--- src/rtl/pcm_tx_pkg.sv ---
// Shared definitions for the I2S transmit serializer.
// Holds the default widths and the stream phase encoding used by the sequencer.
package pcm_tx_pkg;
    localparam int DEF_WORD_W  = 32;
    localparam int DEF_RATIO_W = 8;

    // Stream phase: idle, one lead-in bit, the silent frame, and FIFO data frames.
    typedef enum logic [1:0] {
        ST_IDLE = 2'd0,
        ST_LEAD = 2'd1,
        ST_ZERO = 2'd2,
        ST_DATA = 2'd3
    } tx_phase_e;
endpackage

--- src/rtl/pcm_bclk_div.sv ---
// Bit clock divider.
// Counts master clock cycles while the stream runs and toggles sck after every
// ratio+2 cycles. It also flags the cycle whose edge turns sck from high to low.
// Assumes: ratio is held constant while run is high (the sequencer latches it).
module pcm_bclk_div #(
    parameter int RATIO_W = 8
) (
    input  logic               clk,
    input  logic               rst_n,
    input  logic               run,
    input  logic [RATIO_W-1:0] ratio,
    output logic               sck,
    output logic               fall_evt
);
    localparam int CNT_W = RATIO_W + 1;

    logic [CNT_W-1:0] cnt;
    logic [CNT_W-1:0] half_lim;
    logic             tick;

    // Last count value of a half period (ratio+2 cycles: 0 .. ratio+1).
    assign half_lim = CNT_W'(ratio) + CNT_W'(1);
    assign tick     = run && (cnt == half_lim);
    assign fall_evt = tick && sck;

    // Half-period counter and bit clock register; both rest at zero when idle.
    always_ff @(posedge clk) begin
        if (!rst_n || !run) begin
            cnt <= '0;
            sck <= 1'b0;
        end else if (tick) begin
            cnt <= '0;
            sck <= ~sck;
        end else begin
            cnt <= cnt + CNT_W'(1);
        end
    end


    cnt_range_chk: assert property (@(posedge clk) disable iff (!rst_n)
        run |-> (cnt <= half_lim));


    sck_idle_low_chk: assert property (@(posedge clk) disable iff (!rst_n)
        !run |-> !sck);
endmodule

--- src/rtl/pcm_frame_seq.sv ---
// Frame sequencer.
// Tracks the stream phase, the channel and the bit position inside a slot, and
// drives word select. At each falling bit clock edge it either shifts to the
// next bit, or it starts a new slot: load a word (popping the FIFO in data
// frames), or stop when enable is low at the end of a frame.
// Assumes: res_in is WORD_W or WORD_W/2 when a stream starts; the FIFO shows its
// head word whenever fifo_empty is low.
module pcm_frame_seq
    import pcm_tx_pkg::*;
#(
    parameter int WORD_W  = 32,
    parameter int RATIO_W = 8,
    parameter int RES_W   = 6
) (
    input  logic               clk,
    input  logic               rst_n,
    input  logic               tx_en,
    input  logic [RATIO_W-1:0] ratio_in,
    input  logic [RES_W-1:0]   res_in,
    input  logic               fall_evt,
    input  logic               fifo_empty,
    output logic               run,
    output logic [RATIO_W-1:0] ratio_q,
    output logic [RES_W-1:0]   res_q,
    output logic               ws,
    output logic               slot_start,
    output logic               shift,
    output logic               stop_now,
    output logic               fifo_pop
);
    tx_phase_e        phase;
    tx_phase_e        next_phase;
    logic             ch;
    logic [RES_W-1:0] bitcnt;
    logic [RES_W-1:0] bitcnt_nx;
    logic             last_bit;
    logic             frame_end;

    assign run       = (phase != ST_IDLE);
    assign last_bit  = (bitcnt == res_q - RES_W'(1));
    assign frame_end = last_bit && ch;
    assign bitcnt_nx = bitcnt + RES_W'(1);

    // Phase that follows the current falling edge.
    always_comb begin
        next_phase = phase;
        if (frame_end) begin
            if (!tx_en)                next_phase = ST_IDLE;
            else if (phase == ST_LEAD) next_phase = ST_ZERO;
            else                       next_phase = ST_DATA;
        end
    end

    assign stop_now   = fall_evt && frame_end && !tx_en;
    assign slot_start = fall_evt && last_bit && !stop_now;
    assign shift      = fall_evt && !last_bit;
    assign fifo_pop   = slot_start && (next_phase == ST_DATA) && !fifo_empty;

    // Phase, channel, bit position and word select, advanced on falling sck.
    always_ff @(posedge clk) begin
        if (!rst_n) begin
            phase   <= ST_IDLE;
            ch      <= 1'b0;
            bitcnt  <= '0;
            ws      <= 1'b0;
            ratio_q <= '0;
            res_q   <= '0;
        end else if (phase == ST_IDLE) begin
            if (tx_en) begin
                // Lead-in acts as the last bit of a right slot: ws already low.
                phase   <= ST_LEAD;
                ratio_q <= ratio_in;
                res_q   <= res_in;
                ch      <= 1'b1;
                bitcnt  <= res_in - RES_W'(1);
                ws      <= 1'b0;
            end
        end else if (fall_evt) begin
            phase <= next_phase;
            if (stop_now) begin
                ch     <= 1'b0;
                bitcnt <= '0;
                ws     <= 1'b0;
            end else if (last_bit) begin
                ch     <= ~ch;
                bitcnt <= '0;
                ws     <= ~ch;
            end else begin
                bitcnt <= bitcnt_nx;
                ws     <= (bitcnt_nx == res_q - RES_W'(1)) ? ~ch : ch;
            end
        end
    end


    res_legal_chk: assert property (@(posedge clk) disable iff (!rst_n)
        (phase == ST_IDLE && tx_en) |-> (res_in == RES_W'(WORD_W) || res_in == RES_W'(WORD_W / 2)));


    bitcnt_range_chk: assert property (@(posedge clk) disable iff (!rst_n)
        run |-> (bitcnt < res_q));


    pop_into_data_chk: assert property (@(posedge clk) disable iff (!rst_n)
        fifo_pop |=> (phase == ST_DATA));


    lead_no_pop_chk: assert property (@(posedge clk) disable iff (!rst_n)
        (phase == ST_LEAD) |-> !fifo_pop);
endmodule

--- src/rtl/pcm_shifter.sv ---
// Output shift register.
// On a slot start it aligns the low res bits of the word to the top and shows
// the MSB at once; on each later falling edge it moves to the next bit. A stop
// clears the data line.
// Assumes: load, shift and clear are never high together.
module pcm_shifter #(
    parameter int WORD_W = 32,
    parameter int RES_W  = 6
) (
    input  logic              clk,
    input  logic              rst_n,
    input  logic              load,
    input  logic              shift,
    input  logic              clear,
    input  logic [WORD_W-1:0] word,
    input  logic [RES_W-1:0]  res,
    output logic              sd
);
    logic [WORD_W-1:0] shreg;
    logic [WORD_W-1:0] aligned;

    // Drop the unused upper bits by moving the slot's MSB to the top.
    assign aligned = word << (RES_W'(WORD_W) - res);

    // Serial data register and remaining bits of the slot.
    always_ff @(posedge clk) begin
        if (!rst_n || clear) begin
            shreg <= '0;
            sd    <= 1'b0;
        end else if (load) begin
            sd    <= aligned[WORD_W-1];
            shreg <= aligned << 1;
        end else if (shift) begin
            sd    <= shreg[WORD_W-1];
            shreg <= shreg << 1;
        end
    end


    zero_word_chk: assert property (@(posedge clk) disable iff (!rst_n)
        (load && word == '0) |=> !sd);


    clear_low_chk: assert property (@(posedge clk) disable iff (!rst_n)
        clear |=> !sd);
endmodule

--- src/rtl/pcm_serial_tx.sv ---
// I2S transmit serializer, clock master.
// Drains 32-bit words from a show-ahead FIFO into an I2S stream. The stream has
// a lead-in bit and a silent frame first, pads underruns with zeros, and stops
// only at a frame end.
// Assumes: clk is the master audio clock; res_bits is 16 or 32 at start.
module pcm_serial_tx #(
    parameter int  WORD_W  = pcm_tx_pkg::DEF_WORD_W,
    parameter int  RATIO_W = pcm_tx_pkg::DEF_RATIO_W,
    localparam int RES_W   = $clog2(WORD_W) + 1
) (
    input  logic               clk,
    input  logic               rst_n,
    input  logic               tx_en,
    input  logic [RATIO_W-1:0] ratio,
    input  logic [RES_W-1:0]   res_bits,
    input  logic [WORD_W-1:0]  fifo_data,
    input  logic               fifo_empty,
    output logic               fifo_pop,
    output logic               sck,
    output logic               ws,
    output logic               sd
);
    logic               run;
    logic               fall_evt;
    logic [RATIO_W-1:0] ratio_q;
    logic [RES_W-1:0]   res_q;
    logic               slot_start;
    logic               shift;
    logic               stop_now;
    logic [WORD_W-1:0]  slot_word;

    // Data slots take the FIFO head when popping; all other slots send zeros.
    assign slot_word = fifo_pop ? fifo_data : '0;

    pcm_bclk_div #(.RATIO_W(RATIO_W)) u_div (
        .clk      (clk),
        .rst_n    (rst_n),
        .run      (run),
        .ratio    (ratio_q),
        .sck      (sck),
        .fall_evt (fall_evt)
    );

    pcm_frame_seq #(.WORD_W(WORD_W), .RATIO_W(RATIO_W), .RES_W(RES_W)) u_seq (
        .clk        (clk),
        .rst_n      (rst_n),
        .tx_en      (tx_en),
        .ratio_in   (ratio),
        .res_in     (res_bits),
        .fall_evt   (fall_evt),
        .fifo_empty (fifo_empty),
        .run        (run),
        .ratio_q    (ratio_q),
        .res_q      (res_q),
        .ws         (ws),
        .slot_start (slot_start),
        .shift      (shift),
        .stop_now   (stop_now),
        .fifo_pop   (fifo_pop)
    );

    pcm_shifter #(.WORD_W(WORD_W), .RES_W(RES_W)) u_shift (
        .clk   (clk),
        .rst_n (rst_n),
        .load  (slot_start),
        .shift (shift),
        .clear (stop_now),
        .word  (slot_word),
        .res   (res_q),
        .sd    (sd)
    );


    idle_quiet_chk: assert property (@(posedge clk) disable iff (!rst_n)
        !run |-> (!sck && !ws && !sd && !fifo_pop));


    edge_align_chk: assert property (@(posedge clk) disable iff (!rst_n)
        !($past(sck) && !sck) |-> ($stable(ws) && $stable(sd)));


    pop_on_fall_chk: assert property (@(posedge clk) disable iff (!rst_n)
        fifo_pop |=> ($past(sck) && !sck));


    no_empty_pop_chk: assert property (@(posedge clk) disable iff (!rst_n)
        fifo_empty |-> !fifo_pop);
endmodule

--- config.mk ---
export PLATFORM = sky130hd
export DESIGN_NAME = pcm_serial_tx
export DESIGN_NICKNAME = d
export VERILOG_FILES = /design/src/rtl/pcm_tx_pkg.sv /design/src/rtl/pcm_bclk_div.sv /design/src/rtl/pcm_frame_seq.sv /design/src/rtl/pcm_shifter.sv /design/src/rtl/pcm_serial_tx.sv
export SDC_FILE = /design/constraint.sdc
export NUM_CORES = 1
export LEC_CHECK = 0
export ABC_AREA = 1
export BUFFER_PORTS_ARGS = -buffer_cell sky130_fd_sc_hd__buf_2
export CAP_MARGIN = 5
export CORE_MARGIN = 1
export CORE_UTILIZATION = 38
export CTS_CLUSTER_SIZE = 30
export DETAILED_ROUTE_END_ITERATION = 6
export PLACE_DENSITY = 0.56
export REMOVE_ABC_BUFFERS = 1
export SLEW_MARGIN = 20
export SYNTH_ARGS = -nofsm -noshare
export SYNTH_HDL_FRONTEND = slang
export SYNTH_SLANG_ARGS = --single-unit
--- constraint.sdc ---
create_clock -name clk -period 4.5 [get_ports clk]
set_clock_uncertainty 0.15 [all_clocks]
set_input_delay 0.225 -clock clk [delete_from_list [all_inputs] [get_ports clk]]
set_output_delay 0.225 -clock clk [all_outputs]
set_load 0.02 [all_outputs]
==> results of run 1 <==
==> final timing paths <==
check	cells after the start	to	startpoint
min reg2reg	2	u_seq.phase[1]$_SDFFE_PN0P_	u_seq.phase[1]$_SDFFE_PN0P_
max	22	u_shift.shreg[30]$_SDFFE_PP0P_	u_seq.res_q[0]$_SDFFE_PN0P_
min	3	u_seq.ratio_q[2]$_SDFFE_PN0P_	ratio[2]
max reg2reg	22	u_shift.shreg[30]$_SDFFE_PP0P_	u_seq.res_q[0]$_SDFFE_PN0P_
==> critical path, cell delays in order, from the launching register on <==
cell and delay, ns:
dfxtp_1 0.33, inv_4 0.05, buf_4 0.38, nand2_1 0.09, nand2_1 0.10, nand2_1 0.05
nor2_1 0.09, nand3_1 0.12, nor2_4 0.17, nand3_1 0.11, nand2_1 0.07, nand2_1 0.12
nor2_4 0.53, nand2_1 0.26, o21ai_1 0.20, nand2_1 0.09, nor2_1 0.13, nand2_1 0.08
o21ai_2 0.09, nand2_1 0.07, nand2_1 0.11, nand2_1 0.06, a21oi_1 0.16
==> flip-flops by register name, indices dropped and copies added, names as in the netlist <==
signal / cells
u_shift.shreg: 31
u_div.cnt: 9
u_seq.ratio_q: 8
u_seq.bitcnt: 6
u_seq.res_q: 6
u_seq.phase: 2
u_div.sck: 1
u_seq.ch: 1
u_seq.ws: 1
u_shift.sd: 1
==> metal layers <==
| metal | vias up | GRT usage [%] |
|---|---|---|
| met4 | 0 | 4.744 |
| met2 | 121 | 39.46 |
| met3 | 13 | 4.013 |
| met1 | 2767 | 31.31 |
| li1 | 3288 | - |
| met5 | - | 0 |
==> placed cells by master (no fill, tap or decap), types with 2 or more instances in the layout <==
master / instances
a21boi_0: 2
a21oi_1: 85
a221oi_1: 2
a31oi_1: 4
buf_2: 53
buf_4: 11
bufinv_16: 3
clkbuf_16: 9
clkinv_2: 2
dfxtp_1: 66
dlygate4sd3_1: 3
ha_1: 6
inv_1: 65
inv_2: 7
nand2_1: 375
nand2_2: 4
nand3_1: 119
nand3_2: 2
nand3b_1: 4
nand4_1: 26
nor2_1: 57
nor2_2: 6
nor2_4: 4
nor3_1: 6
nor3_2: 2
nor3_4: 2
nor3b_1: 2
o21ai_0: 52
o21ai_1: 6
o22ai_1: 2
or2_1: 2
xnor2_1: 4
xnor2_2: 2
xor2_1: 12
==> timing repair <==
action	CTS	global route
hold buffers	3	0
endpoints found under the hold margin	3	0
endpoints found under the setup margin	0	0
==> per-stage QoR <==
| stage | worst slack (ns) | setup TNS [ns] | power, mW | util, % |
|---|---|---|---|---|
| after global routing | 0.3463 | 0 | 2.283 | 44.69 |
| final | 0.7825 | 0 | 2.141 | 44.69 |
| after detailed placement | 0.8044 | 0 | 1.329 | 42.06 |
| after CTS | 0.7814 | 0 | 2.153 | 44.69 |
| after floorplan | -1.121 | -29.34 | 1.125 | - |
| after global placement | 0.8802 | 0 | 1.330 | 42.06 |
==> logic make-up after synthesis <==
family | after synthesis | share of synthesized area [%]
buffers and inverters | 128 | 9.283
XOR/XNOR | 18 | 2.960
AND/OR/NAND/NOR | 615 | 48.09
flip-flops | 66 | 23.68
adder cells (fa/ha/maj) | 6 | 1.345
AO/OA/AOI/OAI | 157 | 14.64
==> power breakdown <==
group / switching (mW) / internal (mW) / leakage (nW)
registers: 0.0250 / 0.605 / 0.537
logic: 0.483 / 0.212 / 2.34
clock network: 0.264 / 0.552 / 0.165
==> cell type report <==
| type | count | area (um^2) |
|---|---|---|
| Fill cell | 1647 | 7796 |
| Multi-Input combinational cell | 796 | 3749 |
| Sequential cell | 66 | 1321 |
| Timing Repair Buffer | 67 | 377.9 |
| Inverter | 75 | 285.3 |
| Clock buffer | 10 | 239.0 |
| Tap cell | 180 | 225.2 |
| Clock inverter | 5 | 102.6 |
==> qor.yml, run 1 <==
die:
  fp.dieW_um: 123.2
  ios: 54
  rows: 43
  core-area_um2: 14100
  initial_core_util_pct: 39.59
  die_y_um: 123.2
  die-area_um2: 15170
sta:
  relSlewSlack_pct: 40.69
  hold_viol: 0
  maxSlewViolCount: 0
  fmax_mhz: 269.0
  finalSetupViolCount: 0
  fin_crit_ns: 3.718
  worstMarginPinSlew_ns: 0.8887
  rsz0062_at_grt: "no"
  worst_hold_slack_ns: 0.02434
  post-route-period-util_pct: 82.61
routing:
  post_drt_wl_per_cell_um: 13.85
  routed.top_layer: "met4"
  met1_length_um: 8042
  postRouteAntennaNets: 0
  first_pass_iters: 5
  via_per_inst: 5.162
  drc_errors: 0
  wl_met3_um: 616
  drt-total-wl_um: 16600
  vias: 6189
  drtIter0Drc: 383
  dr_wl_met2_um: 7779
power:
  vdd_drop_max_uv: 265.8
  powerDensity_nw_per_um2: 339.9
  power.leakage_nw: 3.038
setup_path:
  endpoint_kind: "register"
  crit_fanout: 45
  worstPathArrival_ns: 3.83
  required_ns: 4.61
  critPathKind: "register to register"
  rrSetupSlack_ns: 0.78
  setup.worst_path.start_class: "register"
global_route:
  grt_pass1_vias: 5648
  grt_max_degree: 46
  grt_pass1_wl_um: 28080
  overflow: 0
  globalRouteTotalUtil_pct: 23.45
  antenna_found_initial: 0
cells_and_area:
  layout.nets: 1071
  fin_cells: 1199
  final_cell_area_um2: 6300
  area_growth_pct: 12.89
  drive_gt1_share_pct: 11.19
  diodes: 0
clocking:
  clock_sinks: 66
  clock_path_buffers: 2
  htreeDepth: 3
  clock-root-buffer: "clkbuf_16"
  worstSkewPairLatency_ns: 0.33
  clkTransAtPathRegs_ns: 0.06
  post_cts_buffers: 0
  numCtsBuffers: 9
  cts.repair.resized: 0
  cts_tree: "yes"
placement:
  dp_hpwl_um: 12220
  place_area_um2: 5928
  place.gp.congestion: 0.8683
  port-buffer-count: 53
  placed_cells: 1181
yosys:
  synthCells: 990
  ys_ff_latch: 66
  yosysMostFrequentCell: "nand2_1"
  synth_edf_count: 0
  synthDistinctLibCells: 44
  synth.area.top_cells: "nand2_1, dfxtp_1, nand3_1"
  synth_commonest_cells: "nand2_1, nand3_1, a21oi_1, dfxtp_1, inv_1"
  synth_seq_area_share_pct: 23.68
  avgSynthCellArea_um2: 5.637
  synth-main-ff-cell: "dfxtp_1"
  post-synth-top-area-cell: "nand2_1"
  yosysWarnings: 0
  yosysTopAreaCellShare_pct: 25.22
  async_flop_share_pct: 0
  synth.cell_area_um2: 5580
flow_run:
  maxCapViolations: 0
outcome:
  outcome: "finished clean"
min_path:
  hold_class: "input port to register"
Note: power is estimated with default switching activity, not from simulation.
==> inputs of run 2 (changes only) <==
Settings changed: PLACE_DENSITY 0.56 to 0.58.
Clock period 4.5 ns to 3.15 ns, I/O delays scaled along.
==> qor.yml, run 2 (synthesis results as in run 1) <==
outcome:
  outcome: "finished clean"  # unchanged
die:
  rows: 43  # unchanged
  fp.dieW_um: 123.2  # unchanged
  ios: 54  # unchanged
  initial_core_util_pct: 39.59  # unchanged
  core-area_um2: 14100  # unchanged
  die_y_um: 123.2  # unchanged
  die-area_um2: 15170  # unchanged
power:
  intPower_mw: 1.805  # was 1.369 mW
  switching_share_pct: 39.42  # was 36.06%
  vdd_drop_max_uv: 360.5  # was 265.8 uV
  power.leakage_nw: 3.380  # was 3.038 nW
  powerDensity_nw_per_um2: 413.3  # was 339.9 nW/um^2
  power.switching_mw: 1.175  # was 772.1 uW
  pwr-share-comb_pct: 38.1  # was 32.5%
  power_frac_clock_pct: 31.5  # was 38.1%
  p_seq_share_pct: 30.3  # was 29.4%
sta:
  worstMarginPinSlew_ns: 0.8209  # was 0.8887 ns
  relSlewSlack_pct: 45.21  # was 40.69%
  fin_crit_ns: 3.096  # was 3.718 ns
  rsz0062_at_grt: "yes"  # was no
  hold_viol: 0  # unchanged
  layout_setup_ws_ns: 0.05448  # was 0.7825 ns
  maxSlewViolCount: 0  # unchanged
  finalSetupViolCount: 0  # unchanged
  post-route-period-util_pct: 98.27  # was 82.61%
  fmax_mhz: 323.0  # was 269.0 MHz
cells_and_area:
  layout_commonest_cell: "nand2_1"  # unchanged
  reg_top3: "u_shift.shreg: 31 flops, u_div.cnt: 9 flops, u_seq.ratio_q: 8 flops"  # unchanged
  regMostFlops: "u_shift.shreg"  # unchanged
  diodes: 0  # unchanged
  largest_reg_flops: 31  # unchanged
  final_cell_area_um2: 7211  # was 6300 um^2
  fin_util_pct: 51.15  # was 44.69%
  layout_common_cells: "nand2_1, nand3_1, a21oi_1"  # unchanged
  drive_gt1_share_pct: 22.24  # was 11.19%
  layout.nets: 1130  # was 1071
  area_growth_pct: 29.22  # was 12.89%
  fill_cells: 1505  # was 1647
clocking:
  cts_tree: "yes"  # unchanged
  numCtsBuffers: 9  # unchanged
  clock-root-buffer: "clkbuf_16"  # unchanged
  clock_sinks: 66  # unchanged
  clock_path_buffers: 2  # unchanged
  htreeDepth: 3  # unchanged
  worstSkewPairLatency_ns: 0.34  # was 0.33 ns
  clkTransAtPathRegs_ns: 0.06  # about the same
routing:
  drt-total-wl_um: 18000  # was 16600 um
  post_drt_wl_per_cell_um: 14.29  # was 13.85 um
  first_pass_iters: 5  # unchanged
  vias: 6619  # was 6189
  drc_errors: 0  # unchanged
  drtIter0Drc: 564  # was 383
  postRouteAntennaNets: 0  # unchanged
  via_per_inst: 5.257  # was 5.162
flow_run:
  maxCapViolations: 0  # unchanged
setup_path:
  endpoint: "u_shift.shreg[21]$_SDFFE_PP0P_"  # was u_shift.shreg[30]$_SDFFE_PP0P_
  crit_fanout: 7  # was 45
  setup.worst_path.start_class: "register"  # unchanged
  required_ns: 3.27  # was 4.61 ns
  worstPathArrival_ns: 3.21  # was 3.83 ns
  reg2reg_to: "u_shift.shreg[21]$_SDFFE_PP0P_"  # was u_shift.shreg[30]$_SDFFE_PP0P_
  endpoint_kind: "register"  # unchanged
  reg2reg_from: "u_seq.res_q[1]$_SDFFE_PN0P_"  # was u_seq.res_q[0]$_SDFFE_PN0P_
  rrSetupSlack_ns: 0.05  # was 0.78 ns
  startpoint: "u_seq.res_q[1]$_SDFFE_PN0P_"  # was u_seq.res_q[0]$_SDFFE_PN0P_
  r2r_cells: 25  # was 22
  critPathKind: "register to register"  # unchanged
placement:
  place_area_um2: 6228  # was 5928 um^2
  dp_hpwl_um: 12450  # was 12220 um
  port-buffer-count: 53  # unchanged
  place.gp.congestion: 0.9171  # was 0.8683
  place_ws_ns: -0.03603  # was 0.8044 ns
global_route:
  grt_pass1_wl_um: 28440  # was 28080 um
  overflow: 0  # unchanged
  grt_pass1_vias: 5779  # was 5648
  grt_max_degree: 42  # was 46
  globalRouteTotalUtil_pct: 23.75  # was 23.45%
  antenna_found_initial: 0  # unchanged
min_path:
  hold_class: "input port to register"  # unchanged
-- run 2: routing by layer --
| metal | GRT usage, % | vias up | part of all wire (%) |
|---|---|---|---|
| met5 | 0 | - | 0 |
| met4 | 6.175 | 0 | 1.7 |
| met3 | 3.552 | 24 | 4.4 |
| met2 | 37.88 | 175 | 46 |
| met1 | 33.18 | 3002 | 48 |
| li1 | - | 3418 | - |
-- run 2: layout make-up --
| type | instances | area (um^2) | area share, % |
|---|---|---|---|
| Clock buffer | 11 | 242.7 | 3.366 |
| Clock inverter | 5 | 30.03 | 0.4164 |
| Inverter | 75 | 285.3 | 3.956 |
| Multi-Input combinational cell | 796 | 4039 | 56.01 |
| Sequential cell | 66 | 1331 | 18.46 |
| Tap cell | 180 | 225.2 | 3.123 |
| Timing Repair Buffer | 126 | 1057 | 14.66 |
-- run 2: worst max-delay path, cell delays in order (launching register included) --
cell,delay (ns)
dfxtp_2,0.33
inv_2,0.05
ha_4,0.24
clkinv_2,0.04
nand2_1,0.04
nand2_1,0.06
nand2_1,0.06
nor2_2,0.09
nand3_2,0.09
nor2_4,0.15
nand3_2,0.09
nand2_1,0.10
nand2_2,0.08
nor2_4,0.28
buf_12,0.16
buf_16,0.12
nand3_1,0.08
nand2_1,0.07
nand2_1,0.09
nand2_1,0.07
nand2_1,0.07
nand2_1,0.08
nand2_1,0.06
nand2_1,0.08
nand3_1,0.13
a21oi_1,0.15
-- run 2: worst min-delay path by stage --
stage / from / endpoint / slack (ns) / cells after the start
floorplan: ratio[0] / u_seq.ratio_q[0]$_SDFFE_PN0P_ / 0.14 / 2
global placement: ratio[1] / u_seq.ratio_q[1]$_SDFFE_PN0P_ / 0.23 / 3
detailed placement: ratio[1] / u_seq.ratio_q[1]$_SDFFE_PN0P_ / 0.24 / 3
CTS: rst_n / u_seq.ratio_q[2]$_SDFFE_PN0P_ / 0.08 / 3
global route: rst_n / u_seq.ratio_q[2]$_SDFFE_PN0P_ / 0.10 / 3
finish: rst_n / u_seq.res_q[2]$_SDFFE_PN0P_ / 0.07 / 3
-- run 2: per-stage QoR --
stage               total power [mW]  hold WS, ns  TNS (ns)  cells
floorplan                      1.608       0.1424    -83.37    937
CTS                            2.888      0.07612         0   1242
global placement               1.918       0.2321  -0.05247   1211
finish                         2.980      0.07399         0   1259
detailed placement             1.917       0.2371  -0.03844   1211
global route                   3.184       0.1034    -3.810   1259
-- run 2: power by group through the flow --
| stage | registers, mW | clock network (mW) | logic (mW) |
|---|---|---|---|
| 2_1_floorplan | 0.917 | 0 | 0.691 |
| 3_3_place_gp | 0.915 | 0 | 1.00 |
| 3_5_place_dp | 0.915 | 0 | 1.00 |
| 4_1_cts | 0.897 | 0.966 | 1.02 |
| 5_1_grt | 0.909 | 0.994 | 1.28 |
| 6_report | 0.904 | 0.940 | 1.14 |
-- run 2: repair_timing --
item                                    CTS  global route
endpoints found under the setup margin    8            33
cloned                                    1             5
hold buffers                             14             0
resized for setup                         2            95
pin swaps                                 1            37
buffers inserted                          0            12
endpoints found under the hold margin    14             0
==> inputs of run 3 (changes only) <==
Settings changed: CORE_UTILIZATION 38 to 55, PLACE_DENSITY 0.58 to 0.79.
==> qor.yml, run 3 (synthesis results as in run 1) <==
outcome:
  outcome: "finished clean"  # unchanged
global_route:
  grt_pass1_vias: 5549  # was 5779
  globalRouteTotalUtil_pct: 29.98  # was 23.75%
  antenna_found_initial: 0  # unchanged
  grt_pass1_wl_um: 25140  # was 28440 um
  grt_max_degree: 42  # unchanged
  overflow: 0  # unchanged
setup_path:
  startpoint: "u_seq.ratio_q[1]$_SDFFE_PN0P_"  # was u_seq.res_q[1]$_SDFFE_PN0P_
  rrSetupSlack_ns: 0.05  # about the same
  r2r_cells: 21  # was 25
  reg2reg_to: "u_shift.shreg[20]$_SDFFE_PP0P_"  # was u_shift.shreg[21]$_SDFFE_PP0P_
  setup.worst_path.start_class: "register"  # unchanged
  crit_fanout: 5  # was 7
  reg2reg_from: "u_seq.ratio_q[1]$_SDFFE_PN0P_"  # was u_seq.res_q[1]$_SDFFE_PN0P_
  worstPathArrival_ns: 3.25  # was 3.21 ns
  endpoint_kind: "register"  # unchanged
  required_ns: 3.29  # was 3.27 ns
  critPathKind: "register to register"  # unchanged
  endpoint: "u_shift.shreg[20]$_SDFFE_PP0P_"  # was u_shift.shreg[21]$_SDFFE_PP0P_
power:
  powerDensity_nw_per_um2: 380.0  # was 413.3 nW/um^2
  pwr-share-comb_pct: 41.6  # was 38.1%
  intPower_mw: 1.524  # was 1.805 mW
  switching_share_pct: 43.38  # was 39.42%
  p_seq_share_pct: 33.5  # was 30.3%
  power_frac_clock_pct: 24.9  # was 31.5%
  power.switching_mw: 1.168  # was 1.175 mW
  power.leakage_nw: 3.291  # was 3.380 nW
  vdd_drop_max_uv: 275.1  # was 360.5 uV
routing:
  drt-total-wl_um: 16790  # was 18000 um
  drc_errors: 0  # unchanged
  first_pass_iters: 6  # was 5
  drtIter0Drc: 468  # was 564
  vias: 6731  # was 6619
  via_per_inst: 5.604  # was 5.257
  postRouteAntennaNets: 0  # unchanged
  post_drt_wl_per_cell_um: 13.98  # was 14.29 um
cells_and_area:
  fin_util_pct: 72.12  # was 51.15%
  diodes: 0  # unchanged
  layout_commonest_cell: "nand2_1"  # unchanged
  largest_reg_flops: 31  # unchanged
  fin_cells: 1201  # was 1259
  reg_top3: "u_shift.shreg: 31 flops, u_div.cnt: 9 flops, u_seq.ratio_q: 8 flops"  # unchanged
  layout_common_cells: "nand2_1, nand3_1, a21oi_1"  # unchanged
  fill_cells: 849  # was 1505
  area_growth_pct: 26.91  # was 29.22%
  regMostFlops: "u_shift.shreg"  # unchanged
  layout.nets: 1119  # was 1130
  multi_input_comb_area_um2: 4173  # was 4039 um^2
  drive_gt1_share_pct: 23.60  # was 22.24%
  regArea_um2: 1330  # was 1331 um^2
placement:
  placed_cells: 1156  # was 1211
  place.gp.congestion: 0.9219  # was 0.9171
  dp_hpwl_um: 11060  # was 12450 um
  port-buffer-count: 53  # unchanged
clocking:
  htreeDepth: 3  # unchanged
  clock_sinks: 66  # unchanged
  clock_path_buffers: 2  # unchanged
  numCtsBuffers: 9  # unchanged
  clkTransAtPathRegs_ns: 0.08  # was 0.06 ns
  clock-root-buffer: "clkbuf_8"  # was clkbuf_16
  cts_tree: "yes"  # unchanged
  worstSkewPairLatency_ns: 0.35  # was 0.34 ns
die:
  core-area_um2: 9819  # was 14100 um^2
  ios: 54  # unchanged
  rows: 36  # was 43
  fp.dieW_um: 102.7  # was 123.2 um
  die_y_um: 102.7  # was 123.2 um
  die-area_um2: 10550  # was 15170 um^2
  initial_core_util_pct: 56.83  # was 39.59%
sta:
  hold_viol: 0  # unchanged
  fin_crit_ns: 3.104  # was 3.096 ns
  maxSlewViolCount: 0  # unchanged
  relSlewSlack_pct: 53.15  # was 45.21%
  worstMarginPinSlew_ns: 0.7020  # was 0.8209 ns
  finalSetupViolCount: 0  # unchanged
  fmax_mhz: 322.2  # was 323.0 MHz
  post-route-period-util_pct: 98.54  # was 98.27%
  rsz0062_at_grt: "yes"  # unchanged
min_path:
  hold_class: "input port to register"  # unchanged
flow_run:
  maxCapViolations: 0  # unchanged
[run 3: cell types whose count changed in the layout (fill, tap and decap cells not counted), sizes merged]
cell      delta
inv          +2
clkbuf       -2
clkinv       -2
buf         -11
clkinvlp     +2
[run 3: timing repair]
item | CTS | global route
setup buffers | 0 | 10
hold endpoints to repair | 14 | 0
endpoints found under the setup margin | 3 | 33
pin swaps | 1 | 49
gates cloned | 0 | 5
resized for setup | 0 | 119
hold buffers | 14 | 0
[run 3: critical path, stage by stage (launching register included)]
cell       delay (ns)
dfxtp_4          0.37
ha_4             0.18
or2_4            0.23
nand3b_1         0.08
nand2_1          0.06
nor2_2           0.14
nand3_2          0.11
nor3_4           0.26
nand2_4          0.09
nor2_4           0.20
buf_12           0.15
clkbuf_16        0.15
nand3_2          0.08
nand2_1          0.06
nand2_1          0.08
nand2_1          0.07
nand2_2          0.06
nand2_1          0.09
nand2_1          0.07
nand2_1          0.08
nand3_1          0.14
a21oi_2          0.14
[run 3: worst min path at each step]
stage	startpoint	to	slack [ns]	cells after the start
3_3_place_gp	ratio[0]	u_seq.ratio_q[0]$_SDFFE_PN0P_	0.23	3
4_1_cts	rst_n	u_seq.ratio_q[2]$_SDFFE_PN0P_	0.02	3
5_1_grt	rst_n	u_seq.ratio_q[0]$_SDFFE_PN0P_	0.04	3
2_1_floorplan	ratio[0]	u_seq.ratio_q[0]$_SDFFE_PN0P_	0.14	2
6_report	rst_n	u_seq.ratio_q[2]$_SDFFE_PN0P_	0.05	3
3_5_place_dp	ratio[1]	u_seq.ratio_q[1]$_SDFFE_PN0P_	0.23	3
[run 3: power groups by stage]
stage / Combinational [mW] / Sequential, mW / Clock, mW
6_report: 1.12 / 0.901 / 0.670
5_1_grt: 1.25 / 0.905 / 0.711
4_1_cts: 0.976 / 0.895 / 0.679
3_5_place_dp: 0.958 / 0.915 / 0
3_3_place_gp: 0.954 / 0.914 / 0
2_1_floorplan: 0.691 / 0.917 / 0
[run 3: metal layers]
layer	part of all wire [%]	track usage [%]	up-vias
met5	0	0	-
met4	2.2	11.43	0
met3	6.5	4.339	38
met2	49	50.92	261
met1	42	38.34	3042
li1	-	-	3390
[run 3: cell type report]
type,count,area share [%]
Clock buffer,9,1.749
Clock inverter,7,0.7420
Inverter,75,4.028
Multi-Input combinational cell,796,58.92
Sequential cell,66,18.78
Tap cell,133,2.350
Timing Repair Buffer,115,13.43
[run 3: per-stage QoR]
stage / setup TNS, ns / setup WS, ns / hold WS (ns) / cell area, um^2 / power (mW)
CTS: 0 / 0.01411 / 0.02486 / 6426 / 2.550
floorplan: -83.37 / -2.471 / 0.1424 / 5348 / 1.608
global placement: 0 / 0.08124 / 0.2317 / 6110 / 1.868
finish: 0 / 0.04604 / 0.04893 / 7082 / 2.691
global route: -2.939 / -0.1708 / 0.03862 / 7082 / 2.864
detailed placement: 0 / 0.007704 / 0.2343 / 6110 / 1.873
